**config.mk**
```make
export PLATFORM = sky130hd
export DESIGN_NAME = mmap_decoder
export DESIGN_NICKNAME = d
export VERILOG_FILES = /design/src/rtl/mmap_pkg.sv /design/src/rtl/mmap_attr_sel.sv /design/src/rtl/mmap_wp_match.sv /design/src/rtl/mmap_route.sv /design/src/rtl/mmap_decoder.sv
export SDC_FILE = /design/constraint.sdc
export NUM_CORES = 1
export LEC_CHECK = 0
export BUFFER_PORTS_ARGS = -buffer_cell sky130_fd_sc_hd__buf_4
export CAP_MARGIN = 20
export CORE_AREA = 2 2 121 123
export CTS_BUF_LIST = sky130_fd_sc_hd__clkbuf_8
export CTS_CLUSTER_SIZE = 14
export DETAILED_ROUTE_END_ITERATION = 10
export DIE_AREA = 0 0 123 125
export PLACE_DENSITY = 0.79
export SLEW_MARGIN = 40
export SYNTH_ARGS = -nofsm -noshare
export SYNTH_HDL_FRONTEND = slang
export SYNTH_HIERARCHICAL = 1
export SYNTH_SLANG_ARGS = --single-unit
```
**constraint.sdc**
```tcl
create_clock -name clk -period 2.6 [get_ports clk]
set_clock_uncertainty 0.1 [all_clocks]
set_input_delay 0.52 -clock clk [delete_from_list [all_inputs] [get_ports clk]]
set_output_delay 0.52 -clock clk [all_outputs]
set_load 0.01 [all_outputs]
```
**src/rtl/mmap_pkg.sv**
```systemverilog
package mmap_pkg;

  localparam int unsigned AW      = 32;
  localparam int unsigned SEG_CNT = 16;           // 256 KB legacy area / 16 KB
  localparam int unsigned TGT_W   = 6;

  typedef enum logic [2:0] {
    TGT_RAM    = 3'd0,
    TGT_VIDEO  = 3'd1,
    TGT_SHADOW = 3'd2,
    TGT_BIOS   = 3'd3,
    TGT_EXROM  = 3'd4,
    TGT_NONE   = 3'd5
  } tgt_e;

  function automatic logic [AW-1:0] gate_a20(input logic [AW-1:0] a, input logic en);
    return en ? a : (a & ~(AW'(1) << 20));
  endfunction

  // 0xA0000 .. 0xBFFFF
  function automatic logic in_vga_window(input logic [AW-1:0] a);
    return a[AW-1:17] == 15'h0005;
  endfunction

  // 0xA0000 .. 0xFFFFF
  function automatic logic in_low_hole(input logic [AW-1:0] a);
    return (a >= AW'(32'h000A_0000)) && (a <= AW'(32'h000F_FFFF));
  endfunction

  // 0xC0000 .. 0xFFFFF
  function automatic logic in_legacy_rom(input logic [AW-1:0] a);
    return a[AW-1:18] == 14'h0003;
  endfunction

  function automatic logic smram_to_ram(input logic cpu, avail, open, smm, lock);
    return cpu && avail && (open || (smm && !lock));
  endfunction

  function automatic logic crosses_page(input logic [11:0] off, input logic [1:0] sz);
    return ({1'b0, off} + (13'd1 << sz)) > 13'd4096;
  endfunction

  function automatic logic [TGT_W-1:0] tgt_onehot(input tgt_e t);
    return TGT_W'(1) << t;
  endfunction

endpackage

```
**src/rtl/mmap_attr_sel.sv**
```systemverilog
module mmap_attr_sel
  import mmap_pkg::*;
(
  input  logic [AW-1:0]          addr,
  input  logic [2*SEG_CNT-1:0]   attr_rd,
  input  logic [2*SEG_CNT-1:0]   attr_wr,
  output logic [1:0]             rd_attr,
  output logic [1:0]             wr_attr
);
  localparam int unsigned SEG_BITS = $clog2(SEG_CNT);

  logic [1:0] rd_fld [SEG_CNT];
  logic [1:0] wr_fld [SEG_CNT];
  logic [SEG_BITS-1:0] seg;

  genvar g;
  generate
    for (g = 0; g < SEG_CNT; g++) begin : g_fld
      assign rd_fld[g] = attr_rd[2*g +: 2];
      assign wr_fld[g] = attr_wr[2*g +: 2];
    end
  endgenerate

  assign seg     = addr[14 +: SEG_BITS];
  assign rd_attr = rd_fld[seg];
  assign wr_attr = wr_fld[seg];
endmodule

```
**src/rtl/mmap_wp_match.sv**
```systemverilog
module mmap_wp_match
  import mmap_pkg::*;
#(
  parameter int unsigned NUM_WP = 4
)(
  input  logic [AW-1:0]        addr,
  input  logic                 wr,
  input  logic [NUM_WP*AW-1:0] wp_addrs,
  input  logic [NUM_WP-1:0]    wp_en,
  output logic                 hit
);
  logic [NUM_WP-1:0] match;

  genvar g;
  generate
    for (g = 0; g < NUM_WP; g++) begin : g_cmp
      assign match[g] = wp_en[g] && (wp_addrs[g*AW +: AW] == addr);
    end
  endgenerate

  assign hit = wr && (|match);
endmodule

```
**src/rtl/mmap_route.sv**
```systemverilog
module mmap_route
  import mmap_pkg::*;
#(
  parameter logic [31:0] BIOS_SZ  = 32'h0002_0000,
  parameter logic [31:0] EXROM_SZ = 32'h0002_0000
)(
  input  logic [AW-1:0] addr,
  input  logic          wr,
  input  logic          is_cpu,
  input  logic          smm_active,
  input  logic          smram_avail,
  input  logic          smram_open,
  input  logic          smram_lock,
  input  logic          pci_en,
  input  logic [1:0]    rd_attr,
  input  logic [1:0]    wr_attr,
  input  logic [AW-1:0] ram_size,
  output tgt_e          tgt,
  output logic [AW-1:0] index,
  output logic          attr_bad
);
  localparam logic [AW-1:0] BIOS_MASK = AW'(BIOS_SZ - 1);
  localparam logic [AW-1:0] EX_MASK   = AW'(EXROM_SZ - 1);
  localparam logic [AW-1:0] TOP_BASE  = ~BIOS_MASK;

  logic [1:0] attr;
  assign attr = pci_en ? (wr ? wr_attr : rd_attr) : 2'd0;

  always_comb begin
    tgt      = TGT_NONE;
    index    = '0;
    attr_bad = 1'b0;
    if (in_vga_window(addr)) begin
      tgt   = smram_to_ram(is_cpu, smram_avail, smram_open, smm_active, smram_lock)
              ? TGT_RAM : TGT_VIDEO;
      index = addr;
    end else if (addr >= ram_size) begin
      if (!wr && addr >= TOP_BASE) begin
        tgt   = TGT_BIOS;
        index = addr & BIOS_MASK;
      end
    end else if (!in_low_hole(addr)) begin
      tgt   = TGT_RAM;
      index = addr;
    end else if (in_legacy_rom(addr)) begin
      if (attr == 2'd1) begin
        tgt   = TGT_SHADOW;
        index = addr;
      end else if (attr != 2'd0) begin
        attr_bad = 1'b1;
      end else if (!wr) begin
        if (addr[17]) begin
          tgt   = TGT_BIOS;
          index = addr & BIOS_MASK;
        end else begin
          tgt   = TGT_EXROM;
          index = AW'(BIOS_SZ) + (addr & EX_MASK);
        end
      end
    end
  end
endmodule

```
**src/rtl/mmap_decoder.sv**
```systemverilog
module mmap_decoder
  import mmap_pkg::*;
#(
  parameter logic [31:0] BIOS_SZ  = 32'h0002_0000,
  parameter logic [31:0] EXROM_SZ = 32'h0002_0000,
  parameter int unsigned NUM_WP   = 4
)(
  input  logic                  clk,
  input  logic                  rst_n,
  input  logic                  req_valid,
  input  logic [31:0]           req_addr,
  input  logic                  req_write,
  input  logic [1:0]            req_size,
  input  logic                  is_cpu,
  input  logic                  smm_active,
  input  logic                  a20_en,
  input  logic                  smram_avail,
  input  logic                  smram_open,
  input  logic                  smram_lock,
  input  logic                  pci_en,
  input  logic [31:0]           attr_rd,
  input  logic [31:0]           attr_wr,
  input  logic [31:0]           ram_size,
  input  logic [NUM_WP*32-1:0]  wp_addrs,
  input  logic [NUM_WP-1:0]     wp_en,
  output logic                  rsp_valid,
  output logic [5:0]            rsp_target,
  output logic [31:0]           rsp_index,
  output logic                  rsp_wen,
  output logic                  rsp_wp_hit,
  output logic                  rsp_err
);
  // named internal events (observed by the checker)
  logic [AW-1:0] eff_addr;
  logic [1:0]    rd_attr, wr_attr;
  logic          attr_bad;
  logic          page_cross;
  logic          wp_hit;
  tgt_e          tgt;
  logic [AW-1:0] index;

  assign eff_addr   = gate_a20(req_addr, a20_en);
  assign page_cross = crosses_page(eff_addr[11:0], req_size);

  mmap_attr_sel i_attr (
    .addr    (eff_addr),
    .attr_rd (attr_rd),
    .attr_wr (attr_wr),
    .rd_attr (rd_attr),
    .wr_attr (wr_attr)
  );

  mmap_wp_match #(.NUM_WP(NUM_WP)) i_wp (
    .addr     (eff_addr),
    .wr       (req_write),
    .wp_addrs (wp_addrs),
    .wp_en    (wp_en),
    .hit      (wp_hit)
  );

  mmap_route #(.BIOS_SZ(BIOS_SZ), .EXROM_SZ(EXROM_SZ)) i_route (
    .addr        (eff_addr),
    .wr          (req_write),
    .is_cpu      (is_cpu),
    .smm_active  (smm_active),
    .smram_avail (smram_avail),
    .smram_open  (smram_open),
    .smram_lock  (smram_lock),
    .pci_en      (pci_en),
    .rd_attr     (rd_attr),
    .wr_attr     (wr_attr),
    .ram_size    (ram_size),
    .tgt         (tgt),
    .index       (index),
    .attr_bad    (attr_bad)
  );

  always_ff @(posedge clk or negedge rst_n) begin
    if (!rst_n) begin
      rsp_valid  <= 1'b0;
      rsp_target <= '0;
      rsp_index  <= '0;
      rsp_wen    <= 1'b0;
      rsp_wp_hit <= 1'b0;
      rsp_err    <= 1'b0;
    end else begin
      rsp_valid <= req_valid;
      if (req_valid) begin
        rsp_target <= tgt_onehot(tgt);
        rsp_index  <= index;
        rsp_wen    <= req_write && (tgt != TGT_NONE);
        rsp_wp_hit <= wp_hit;
        rsp_err    <= attr_bad || page_cross;
      end
    end
  end
endmodule

```
After elaboration in Yosys (flattened, before gate mapping)
Index checks and enable logic that the tools add are counted.
Operators by class
  add/subtract/negate cells: 2
  order comparisons: 6
  eq/ne operators: 8
  shift-type cells: 2
  muxes and demuxes: 34
  bitwise logic cells: 1
  reduce and logical (&&, ||, !) cells: 17
Operator list (count)
  32-bit two-way mux: 8
  32-bit == test: 4
  32-bit by 20-bit greater-or-equal comparator with 1-bit output (second input constant): 1
  32-bit greater-or-equal comparator: 1
  32-bit greater-or-equal comparator (second input constant): 1
  32-bit by 20-bit less-or-equal comparator with 1-bit output (second input constant): 1
  3-bit two-way mux: 9
  21-bit two-way mux: 1
  18-bit by 17-bit adder with 19-bit output (first input constant): 1
  17-bit two-way mux: 1
  2-bit binary-select mux with 4-bit select: 2
  15-bit by 3-bit == test with 1-bit output (second input constant): 1
  14-bit by 2-bit == test with 1-bit output (second input constant): 1
  12-bit by 13-bit adder with 13-bit output: 1
  13-bit greater-than comparator (second input constant): 1
  1-bit by 2-bit << shifter with 13-bit output (first input constant): 1
  2-bit two-way mux: 6
  1-bit logical AND: 11
  1-bit two-way mux: 7
  1-bit by 3-bit << shifter with 6-bit output (first input constant): 1
  5-bit greater-or-equal comparator (second input constant): 1
  4-bit inverter with 5-bit output: 1
  4-bit OR reduction: 1
  3-bit inequality test (second input constant): 1
  other kinds (4): 6
Word-level totals
  flip-flop bits (word level): 42
  logic and storage cells: 76

Logic depth before layout (Yosys ltp)
Gate-level depths: netlist (run 1).
  word-level depth: 16
  mapped depth: 13
  gate-level depth less buffers: 12

Modules after synthesis
Netlist (run 1), hierarchy kept.
By module, submodules not included
  mmap_decoder: times used 1, cells an instance 143, area an instance 1904.3 sq um
  mmap_wp_match: times used 1, cells an instance 177, area an instance 1412.6 sq um
  mmap_route: times used 1, cells an instance 198, area an instance 1351.3 sq um
  mmap_attr_sel: times used 1, cells an instance 39, area an instance 554.3 sq um

Least setup slack after synthesis (run 1)
OpenSTA, ideal clock, no wires.
  kind: input-to-reg
  start: input req_addr[14]
  end: register rsp_index[11]
  library setup time: 0.128 ns
  arrival: 2.862 ns
  data required time: 2.372 ns
  setup slack: -0.489 ns
  cell stages on the path: 13
  cell sequence: buf_6 -> buf_12 -> mux4_1 -> nand3_1 -> nand3_1 -> nand2_1 -> a22oi_1 -> or3_1 -> or3_1 -> buf_6 -> buf_6 -> and3_1 -> mux2_1
On the way
  word-level cells in the longest chain between the ends: 14
Ends and longest elaborated chain
  start, declared: RTL line mmap_decoder.sv:11  | input logic [31:0] req_addr,
  21-bit two-way mux *: RTL line mmap_pkg.sv:17  | return en ? a : (a & ~(AW'(1) << 20));
  4-bit inverter with 5-bit output (implied by the code) *: RTL line mmap_attr_sel.sv:26  | assign wr_attr = wr_fld[seg];
  2-bit binary-select mux with 4-bit select *: RTL line mmap_attr_sel.sv:26
  2-bit two-way mux (implied by the code) * (2 in a row): RTL line mmap_attr_sel.sv:26
  net wr_attr[0]: RTL line mmap_decoder.sv:35  | logic [1:0] rd_attr, wr_attr;
  2-bit two-way mux * (2 in a row): RTL line mmap_route.sv:27  | assign attr = pci_en ? (wr ? wr_attr : rd_attr) : 2'd0;
  2-bit nonzero test: RTL line mmap_route.sv:49  | end else if (attr != 2'd0) begin
  32-bit two-way mux: RTL line mmap_route.sv:49
  32-bit two-way mux *: RTL line mmap_route.sv:46  | if (attr == 2'd1) begin
  32-bit two-way mux *: RTL line mmap_route.sv:45  | end else if (in_legacy_rom(addr)) begin
  32-bit two-way mux *: RTL line mmap_route.sv:42  | end else if (!in_low_hole(addr)) begin
  32-bit two-way mux *: RTL line mmap_route.sv:37  | end else if (addr >= ram_size) begin
  32-bit two-way mux *: RTL line mmap_route.sv:33  | if (in_vga_window(addr)) begin
  net index[11]: RTL line mmap_decoder.sv:40  | logic [AW-1:0] index;
  end signal, assigned: RTL line mmap_decoder.sv:90  | rsp_index <= index;
  end, declared: RTL line mmap_decoder.sv:28  | output logic [31:0] rsp_index,
The timed path passes the listed nets; every way through them passes the cells marked *. The select of a mux whose other input is x is not followed.
A chain may end at the register's enable or synchronous reset.

Final worst setup path (run 1)
  start: input req_addr[14]
  end: register rsp_target[1]
On the way
  word-level cells in the longest chain between the ends: 15
Ends and longest elaborated chain
  21-bit two-way mux *: RTL line mmap_pkg.sv:17
  4-bit inverter with 5-bit output (implied by the code) *: RTL line mmap_attr_sel.sv:25  | assign rd_attr = rd_fld[seg];
  2-bit binary-select mux with 4-bit select *: RTL line mmap_attr_sel.sv:25
  2-bit two-way mux (implied by the code) * (2 in a row): RTL line mmap_attr_sel.sv:25
  net rd_attr[0]: RTL line mmap_decoder.sv:35
  2-bit two-way mux * (2 in a row): RTL line mmap_route.sv:27
  2-bit nonzero test: RTL line mmap_route.sv:49
  3-bit two-way mux: RTL line mmap_route.sv:49
  3-bit two-way mux *: RTL line mmap_route.sv:46
  3-bit two-way mux *: RTL line mmap_route.sv:45
  3-bit two-way mux *: RTL line mmap_route.sv:42
  3-bit two-way mux *: RTL line mmap_route.sv:37
  3-bit two-way mux *: RTL line mmap_route.sv:33
  net tgt[2]: RTL line mmap_decoder.sv:39  | tgt_e tgt;
  1-bit by 3-bit << shifter with 6-bit output *: RTL line mmap_pkg.sv:44  | return TGT_W'(1) << t;
  end signal, assigned: RTL line mmap_decoder.sv:89  | rsp_target <= tgt_onehot(tgt);
  end, declared: RTL line mmap_decoder.sv:27  | output logic [5:0] rsp_target,
Marked as above.

==> results.txt, run 1 <==
- Number of hold violations in the final report: 0
- Number of max-slew violations in the final report: 0
- GRT Overall Usage: 0.311
- WP data required: 2.69 ns
- Pre-Repair DR Iteration Count: 5
- Final routed wirelength across all metal layers: 24.6 mm
* Number of clock buffers inserted by TritonCTS: 5
* Element type at the critical path end: flop
- Port Buf Inserts: 314
- Hold crit path type: primary input to asynchronous set/reset pin
- The final reports fail on negative setup slack.
* DP HPWL: 20.0 mm
- Via count of the first global-routing pass: 6544
- At the pin with the least slew margin, the transition time is 0.548 ns.
* Post-Syn Area: 0.00522 mm²
- Setup ws final: -0.277 ns
- The repair_antennas step left the layout with diodes totalling 0.
- Setup violations remaining at the end of the flow were counted as 40.
* Sum of internal, switching and leakage power: 2.93 mW
- Fillers: 1182
- Setup repair after global routing could not meet its margin everywhere.
- In the layout the commonest cells are 397 x sky130_fd_sc_hd__buf_4, 127 x sky130_fd_sc_hd__xor2_1, 42 x sky130_fd_sc_hd__dfrtp_1.
- VDD sags by at most 0.236 mV.
* Floorplan die area: 0.0154 mm²
* P&R area growth vs syn: 78.8%
- The congestion estimate from routability-driven global placement came to 0.927.
- Time the final worst path needs with I/O delays and setup: 2.88 ns
* Path depth of the worst reg2reg path: 4
- At the end of the flow, the number of nets in the layout was 1276.
- Most common cell after layout, fill and taps aside: sky130_fd_sc_hd__buf_4
* Clock insertion delay at the later pin of the skew report: 0.31 ns
* Number of DRC violations after detailed routing: 0
- The largest total area in the synthesized netlist belongs to sky130_fd_sc_hd__xor2_1.
- After detailed routing, the average wire length per cell comes to 21.4 µm.
* CTS max path bufs: 2
- Along the worst path, the maximum fanout reaches 8.
- For this run, the register share of the synthesized area comes to 0.201.
- The synthesized netlist contains 61 unique library cells.
- Of the available clock period, the critical path in the final layout requires 1.11.
* Worst hold-check slack: 0.0789 ns
* Worst EP arrival: 2.96 ns
- The total area inside the core boundary comes to 0.0142 mm².
* Final design area excluding fillers: 0.00934 mm²
- The worst setup path is launched from a primary input.
- Global routing finished with a remaining overflow of 0.
* Pin count of the biggest net entering global routing: 43
* TritonCTS sink count: 42
* Die width: 123 µm
- The tool flagged a number of max-cap violations equal to 0.
- Placed inst area: 0.00867 mm²
- TritonCTS built the clock tree.
- In this run the vertical extent of the chip is 125 µm.
* Utilization after layout: 0.657
- The first global-routing pass estimated 35.8 mm of wire.
* Htree depth: 2
- Synthesized netlist net count: 867
- Gate count after technology mapping: 557
- Synth top area share: 0.213
* Mean number of vias per cell: 5.32
* Number of antenna violations at the first check in global routing: 1
* Asr flop ratio synth: 1.00
* Most used DFF post-synth: sky130_fd_sc_hd__dfrtp_1
* Beginning of the worst register-to-register path: rsp_err$_DFFE_PN0P_
- Synthesized area per cell: 9.38 µm²
* Initial Util: 0.368
- Status: complete, but fails checks
- Iteration-0 DRC count of the detailed router: 334
- Summed over all cells, the static leakage comes to 4.64 nW.
- The count of nets left with antenna violations once routing finished came out at 0.
- CTS clock-pin slew for the worst setup and hold paths: 0.09 ns
* Number of storage elements in the synthesis netlist: 42
- Fmax achieved: 0.348 GHz
- For this block, the via count after detailed routing is 6126.
- Rows: 44
- The critical path is of the primary input to flop type.
* Ports: 315
* Ratio of total power to cell area: 314 mW/mm²
- Yosys attributes the largest share of cell area to sky130_fd_sc_hd__xor2_1 21%, sky130_fd_sc_hd__dfrtp_1 20%, sky130_fd_sc_hd__ha_1 8.6%.
* Setup slack of the most critical reg-to-reg path: 1.30 ns
* Launching instance or port of the critical path: req_addr[14]
* Number of synthesized flops with an enable pin: 0
- Layout cell share with drive strength beyond 1: 0.585
* Yosys warnings: 6
* Worst slew slack as a fraction of its limit: 0.631
- The tree is rooted in a sky130_fd_sc_hd__clkbuf_8.
- In this run the critical register-to-register path is captured at rsp_err$_DFFE_PN0P_.
[critical path, stage by stage]
cell and delay [ns]:
sky130_fd_sc_hd__buf_12 0.11, sky130_fd_sc_hd__mux4_1 0.57, sky130_fd_sc_hd__a22oi_2 0.22, sky130_fd_sc_hd__nand3_2 0.11, sky130_fd_sc_hd__mux2_4 0.29, sky130_fd_sc_hd__and2_4 0.16
sky130_fd_sc_hd__o21ai_2 0.15, sky130_fd_sc_hd__nand3_1 0.13, sky130_fd_sc_hd__o21ai_2 0.24, sky130_fd_sc_hd__nand2b_4 0.18, sky130_fd_sc_hd__nor2_2 0.04, sky130_fd_sc_hd__mux2_4 0.25
[state kept, by name, indices dropped and copies added (netlist names)]
signal	cells
rsp_err	1
rsp_target	6
rsp_index	32
rsp_valid	1
rsp_wp_hit	1
rsp_wen	1
[layout make-up]
type                       instances  area [µm²]  share of cell area
inverter                          37         163              0.0174
clock inverter                     3        43.8             0.00469
sequential                        42        1050               0.113
clock buffer                       5        68.8             0.00737
multi-input combinational        465        4530               0.486
timing repair buffer             415        3250               0.348
tap                              184         230              0.0247
[worst max-delay path by stage]
stage | endpoint | depth (start not counted) | slack, ns
after floorplan | rsp_index[11]$_DFFE_PN0P_ | 13 | -0.41
after global placement | rsp_index[9]$_DFFE_PN0P_ | 11 | -0.66
after detailed placement | rsp_index[0]$_DFFE_PN0P_ | 11 | -0.71
after CTS | rsp_target[1]$_DFFE_PN0P_ | 13 | -0.25
after global routing | rsp_err$_DFFE_PN0P_ | 14 | -0.36
final | rsp_target[1]$_DFFE_PN0P_ | 12 | -0.28
[per-layer routing]
metal  part of all wire  global-route usage
met2               0.49               0.526
met3              0.079              0.0830
met4              0.039               0.141
met1               0.39               0.366
met5            0.00049                   0
[per-stage QoR]
| step | std cells | setup slack, ns | setup TNS, ns |
|---|---|---|---|
| floorplan | 557 | -0.412 | -8.24 |
| global placement | 1130 | -0.658 | -23.26 |
| detailed placement | 1130 | -0.712 | -25.00 |
| CTS | 1147 | -0.252 | -7.10 |
| global route | 1151 | -0.357 | -10.40 |
| finish | 1151 | -0.277 | -8.66 |
[cells by family after synthesis]
logic type,count (synthesis),synth area share
flip-flops,42,0.201
adder cells (fa/ha/maj),37,0.0901
multiplexers,55,0.163
AO/OA/AOI/OAI,62,0.0812
XOR/XNOR,131,0.220
AND/OR/NAND/NOR,180,0.197
buffers and inverters,50,0.0474
[report_power, final]
group	switching [mW]	leakage, nW	internal [mW]	total (mW)
clock network	0.256	0.0585	0.288	0.544
registers	0.0566	0.537	0.732	0.788
logic	0.671	4.04	0.929	1.60
total	0.984	4.64	1.95	2.93
[synth_stat cells (all sizes together), types with 2 or more instances]
cell	number
a2111oi	2
a211oi	2
a21o	3
a21oi	19
a221oi	2
a22oi	5
a31oi	2
and2	15
and3	18
buf	10
clkbuf	3
dfrtp	42
ha	36
inv	36
mux2	39
mux4	16
nand2	22
nand2b	3
nand3	25
nand4	13
nand4b	2
nor2	15
nor2b	8
nor3	13
nor3b	2
nor4	34
o211ai	3
o21a	2
o21ai	11
o22ai	2
or3	4
xnor2	4
xor2	127
[repair_timing]
action | in CTS | in global routing
resized for setup | 59 | 44
gates cloned | 2 | 1
setup buffers | 8 | 5
pin swaps | 17 | 39
hold buffers | 0 | 0
setup endpoints to repair | 40 | 40
Note: power is estimated with default switching activity, not from simulation.
==> run 2, diff against run 1 <==
Settings changed: SKIP_CTS_REPAIR_TIMING from default to 1.
==> run 2 against run 1 <==
Compared with the run above: the run still ends with negative setup slack left; power decreased by 0.18%; global-route usage down 0.73 points; utilization is 0.088 points higher; first-iteration DRC count grew 8.4%; via count up 0.80%; critical path type unchanged; critical endpoint is now rsp_index[0]$_DFFE_PN0P_; sequential share of layout area about the same; die area is the same; fmax down 0.61%.
==> results.txt, run 2 (synthesis results as in run 1) <==
- CP Cell Sequence: buf_12, mux4_2, a22oi_2, nand3_2, nand2_1, a22oi_2, or3_1, or3_4, buf_6, and3_4, mux2_4 (was buf_12, mux4_1, a22oi_2, nand3_2, mux2_4, and2_4, o21ai_2, nand3_1, o21ai_2, nand2b_4, nor2_2, mux2_4).
- The total track usage is 0.304 (was 0.311).
* Utilization after layout: 0.658 (was 0.657)
- Pre-Repair DR Iteration Count: 4 (was 5)
- Among the stages of the critical path, the cell type that occurs most often is sky130_fd_sc_hd__a22oi_2.
* Final routed wirelength across all metal layers: 24.7 mm (was 24.6 mm)
- The internal power of the cells came to 1.94 mW (was 1.95 mW).
- The number of antenna diodes was 0 (unchanged).
- Final Net Count: 1274 (was 1276)
- Mean number of vias per cell: 5.37 (was 5.32)
- Time the final worst path needs with I/O delays and setup: 2.89 ns (was 2.88 ns)
- The boundary pin count came to 315 (unchanged).
- The total number of placement rows is 44 (unchanged).
* CTS max path bufs: 2 (unchanged)
* Setup ws final: -0.294 ns (was -0.277 ns)
- The clock network fraction of total power came to 0.186 (about the same).
- The routability congestion estimate from global placement was 0.927 (unchanged).
* Pin count of the biggest net entering global routing: 43 (unchanged)
* Status: complete, but fails checks (unchanged)
* # Max-Cap Violations: 0 (unchanged)
* Critical-path top delay cell: sky130_fd_sc_hd__mux4_2 (was sky130_fd_sc_hd__mux4_1)
* Violations in the final reports: negative setup slack (unchanged)
- Number of failing setup endpoints in the final timing report: 40 (unchanged)
* Net Switching: 0.985 mW (was 0.984 mW)
* Final worst path period share: 1.11 (about the same)
* Final global-route overflow total: 0 (unchanged)
- Overall via count from detail_route: 6175 (was 6126)
- The final routed DRC violation total came to 0 (unchanged).
- Final design area excluding fillers: 0.00935 mm² (was 0.00934 mm²)
- The clock insertion delay at the later pin of the skew report came to 0.31 ns (about the same).
- The die extent in y came to 125 µm (unchanged).
* Element type at the critical path end: flop (unchanged)
* Seq pwr share: 0.269 (about the same)
* Register ranked first by flip-flop count: rsp_index (unchanged)
- Number of antenna violations at the first check in global routing: 1 (unchanged)
- CP bufs+invs: 2 (was 1)
- First-pass GRT wire length: 34.9 mm (was 35.8 mm)
- Initial Util: 0.368 (unchanged)
* Largest registers: rsp_index (32), rsp_target (6) (unchanged)
- The detailed-placement wirelength estimate came to 20.0 mm (unchanged).
- Logic pwr share: 0.545 (was 0.546)
- Worst Tran Pin Value: 0.546 ns (was 0.548 ns)
- Hold crit path type: primary input to asynchronous set/reset pin (unchanged)
- The worst path arrival time is 2.99 ns (was 2.96 ns).
- The TritonCTS buffer count was 5 (unchanged).
- The register-to-register setup slack was 1.31 ns (was 1.30 ns).
- Fillers: 1180 (was 1182)
- Number of hold violations in the final report: 0 (unchanged)
* TritonCTS clock tree: done (unchanged)
* Most common cell after layout, fill and taps aside: sky130_fd_sc_hd__buf_4 (unchanged)
* Share of total power consumed by net switching: 0.336 (was 0.335)
- Placed inst area: 0.00867 mm² (unchanged)
* Fmax achieved: 0.345 GHz (was 0.348 GHz)
- Family with the most delay on the worst path: simple AND/OR/NAND/NOR gates (was multiplexers)
- Most frequent cells in the layout: 394 x sky130_fd_sc_hd__buf_4, 127 x sky130_fd_sc_hd__xor2_1, 42 x sky130_fd_sc_hd__dfrtp_1 (was 397 x sky130_fd_sc_hd__buf_4, 127 x sky130_fd_sc_hd__xor2_1, 42 x sky130_fd_sc_hd__dfrtp_1).
* Leakage power: 4.63 nW (was 4.64 nW)
- Crit Reg-Reg Endpoint: rsp_err$_DFFE_PN0P_ (unchanged)
- Pre-CTS worst setup slack: -0.712 ns (unchanged)
- P&R area growth vs syn: 79.0% (was 78.8%)
* Layout cell share with drive strength beyond 1: 0.585 (about the same)
- The average wire per standard cell was 21.5 µm (was 21.4 µm).
* TritonCTS sink count: 42 (unchanged)
- CORE AREA: 0.0142 mm² (unchanged)
- IR Drop Worst-Case VDD: 0.243 mV (was 0.236 mV)
- The required time reported for the critical path endpoint is 2.69 ns (about the same).
- The area enclosed by the die boundary is 0.0154 mm² (unchanged).
- Path depth of the worst reg2reg path: 4 (unchanged)
- The number of flip-flops under the largest register name was 32 (unchanged).
- Final antenna-violating net count: 0 (unchanged)
- Setup crit start kind: primary input (unchanged)
- Number of max-slew violations in the final report: 0 (unchanged)
- Root buf cell: sky130_fd_sc_hd__clkbuf_8 (unchanged)
* Ratio of total power to cell area: 313 mW/mm² (was 314 mW/mm²)
* Via count of the first global-routing pass: 6378 (was 6544)
* Die width: 123 µm (unchanged)
- Htree depth: 2 (unchanged)
- The worst setup path category was primary input to flop (unchanged).
* Beginning of the worst register-to-register path: rsp_err$_DFFE_PN0P_ (unchanged)
- The register clock-pin slew on the reported worst setup and hold paths was 0.09 ns (about the same).
* Iteration-0 DRC count of the detailed router: 362 (was 334)
- The port buffer count is 314 (unchanged).
- The largest driver fanout on the critical path was 5 (was 8).
* RSZ-0062 raised after global routing: true (unchanged)
- Slowest stage delay, CP: 0.51 ns (was 0.57 ns)
- The normalized max-slew margin is 0.636 (was 0.631).
[run 2: cell types whose count changed in the layout (fill, tap and decap cells not counted), moves of 2 or more]
cell                        previous run  this run
sky130_fd_sc_hd__mux2_2                1         4
sky130_fd_sc_hd__nand3_2               3         5
sky130_fd_sc_hd__nand2_2               4         2
sky130_fd_sc_hd__buf_4               397       394
sky130_fd_sc_hd__clkbuf_16             0         2
sky130_fd_sc_hd__nand3_1              22        20
sky130_fd_sc_hd__o21ai_4               0         2
sky130_fd_sc_hd__mux2_4               37        34
[run 2: final cells by class]
type	count	area [µm²]	area share
Multi-Input combinational cell	465	4530	0.484
Timing Repair Buffer	413	3260	0.349
Sequential cell	42	1050	0.112
Tap cell	184	230	0.0246
Inverter	37	163	0.0174
Clock buffer	5	68.8	0.00736
Clock inverter	3	43.8	0.00468
[run 2: how the worst max path moves through the flow]
stage | from | to | slack [ns] | cells past startpoint
global placement | req_addr[14] | rsp_index[9]$_DFFE_PN0P_ | -0.66 | 11
global route | req_addr[14] | rsp_index[0]$_DFFE_PN0P_ | -0.36 | 11
finish | req_addr[14] | rsp_index[0]$_DFFE_PN0P_ | -0.29 | 11
floorplan | req_addr[14] | rsp_index[11]$_DFFE_PN0P_ | -0.41 | 13
CTS | req_addr[14] | rsp_index[0]$_DFFE_PN0P_ | -0.40 | 11
detailed placement | req_addr[14] | rsp_index[0]$_DFFE_PN0P_ | -0.71 | 11
[run 2: stage by stage]
step	power (mW)	TNS [ns]	std cells	hold slack (ns)
after global placement	2.19	-23.26	1130	0.372
after floorplan	1.39	-8.24	557	0.124
after detailed placement	2.23	-25.00	1130	0.387
after global routing	3.08	-11.42	1149	0.122
after CTS	2.77	-12.05	1138	0.0987
final	2.93	-8.57	1149	0.0880
[run 2: power by group through the flow]
| stage | registers, mW | clock network [mW] | logic [mW] |
|---|---|---|---|
| 2_1_floorplan | 0.821 | 0 | 0.567 |
| 3_3_place_gp | 0.798 | 0 | 1.39 |
| 3_5_place_dp | 0.799 | 0 | 1.43 |
| 4_1_cts | 0.786 | 0.551 | 1.43 |
| 5_1_grt | 0.797 | 0.577 | 1.70 |
| 6_report | 0.788 | 0.543 | 1.60 |
[run 2: per-layer routing]
layer / GRT usage / part of all wire / wire length, µm
met5: 0 / 0.00049 / 12
met4: 0.114 / 0.038 / 943
met3: 0.0757 / 0.079 / 1960
met2: 0.520 / 0.49 / 12200
met1: 0.364 / 0.39 / 9600
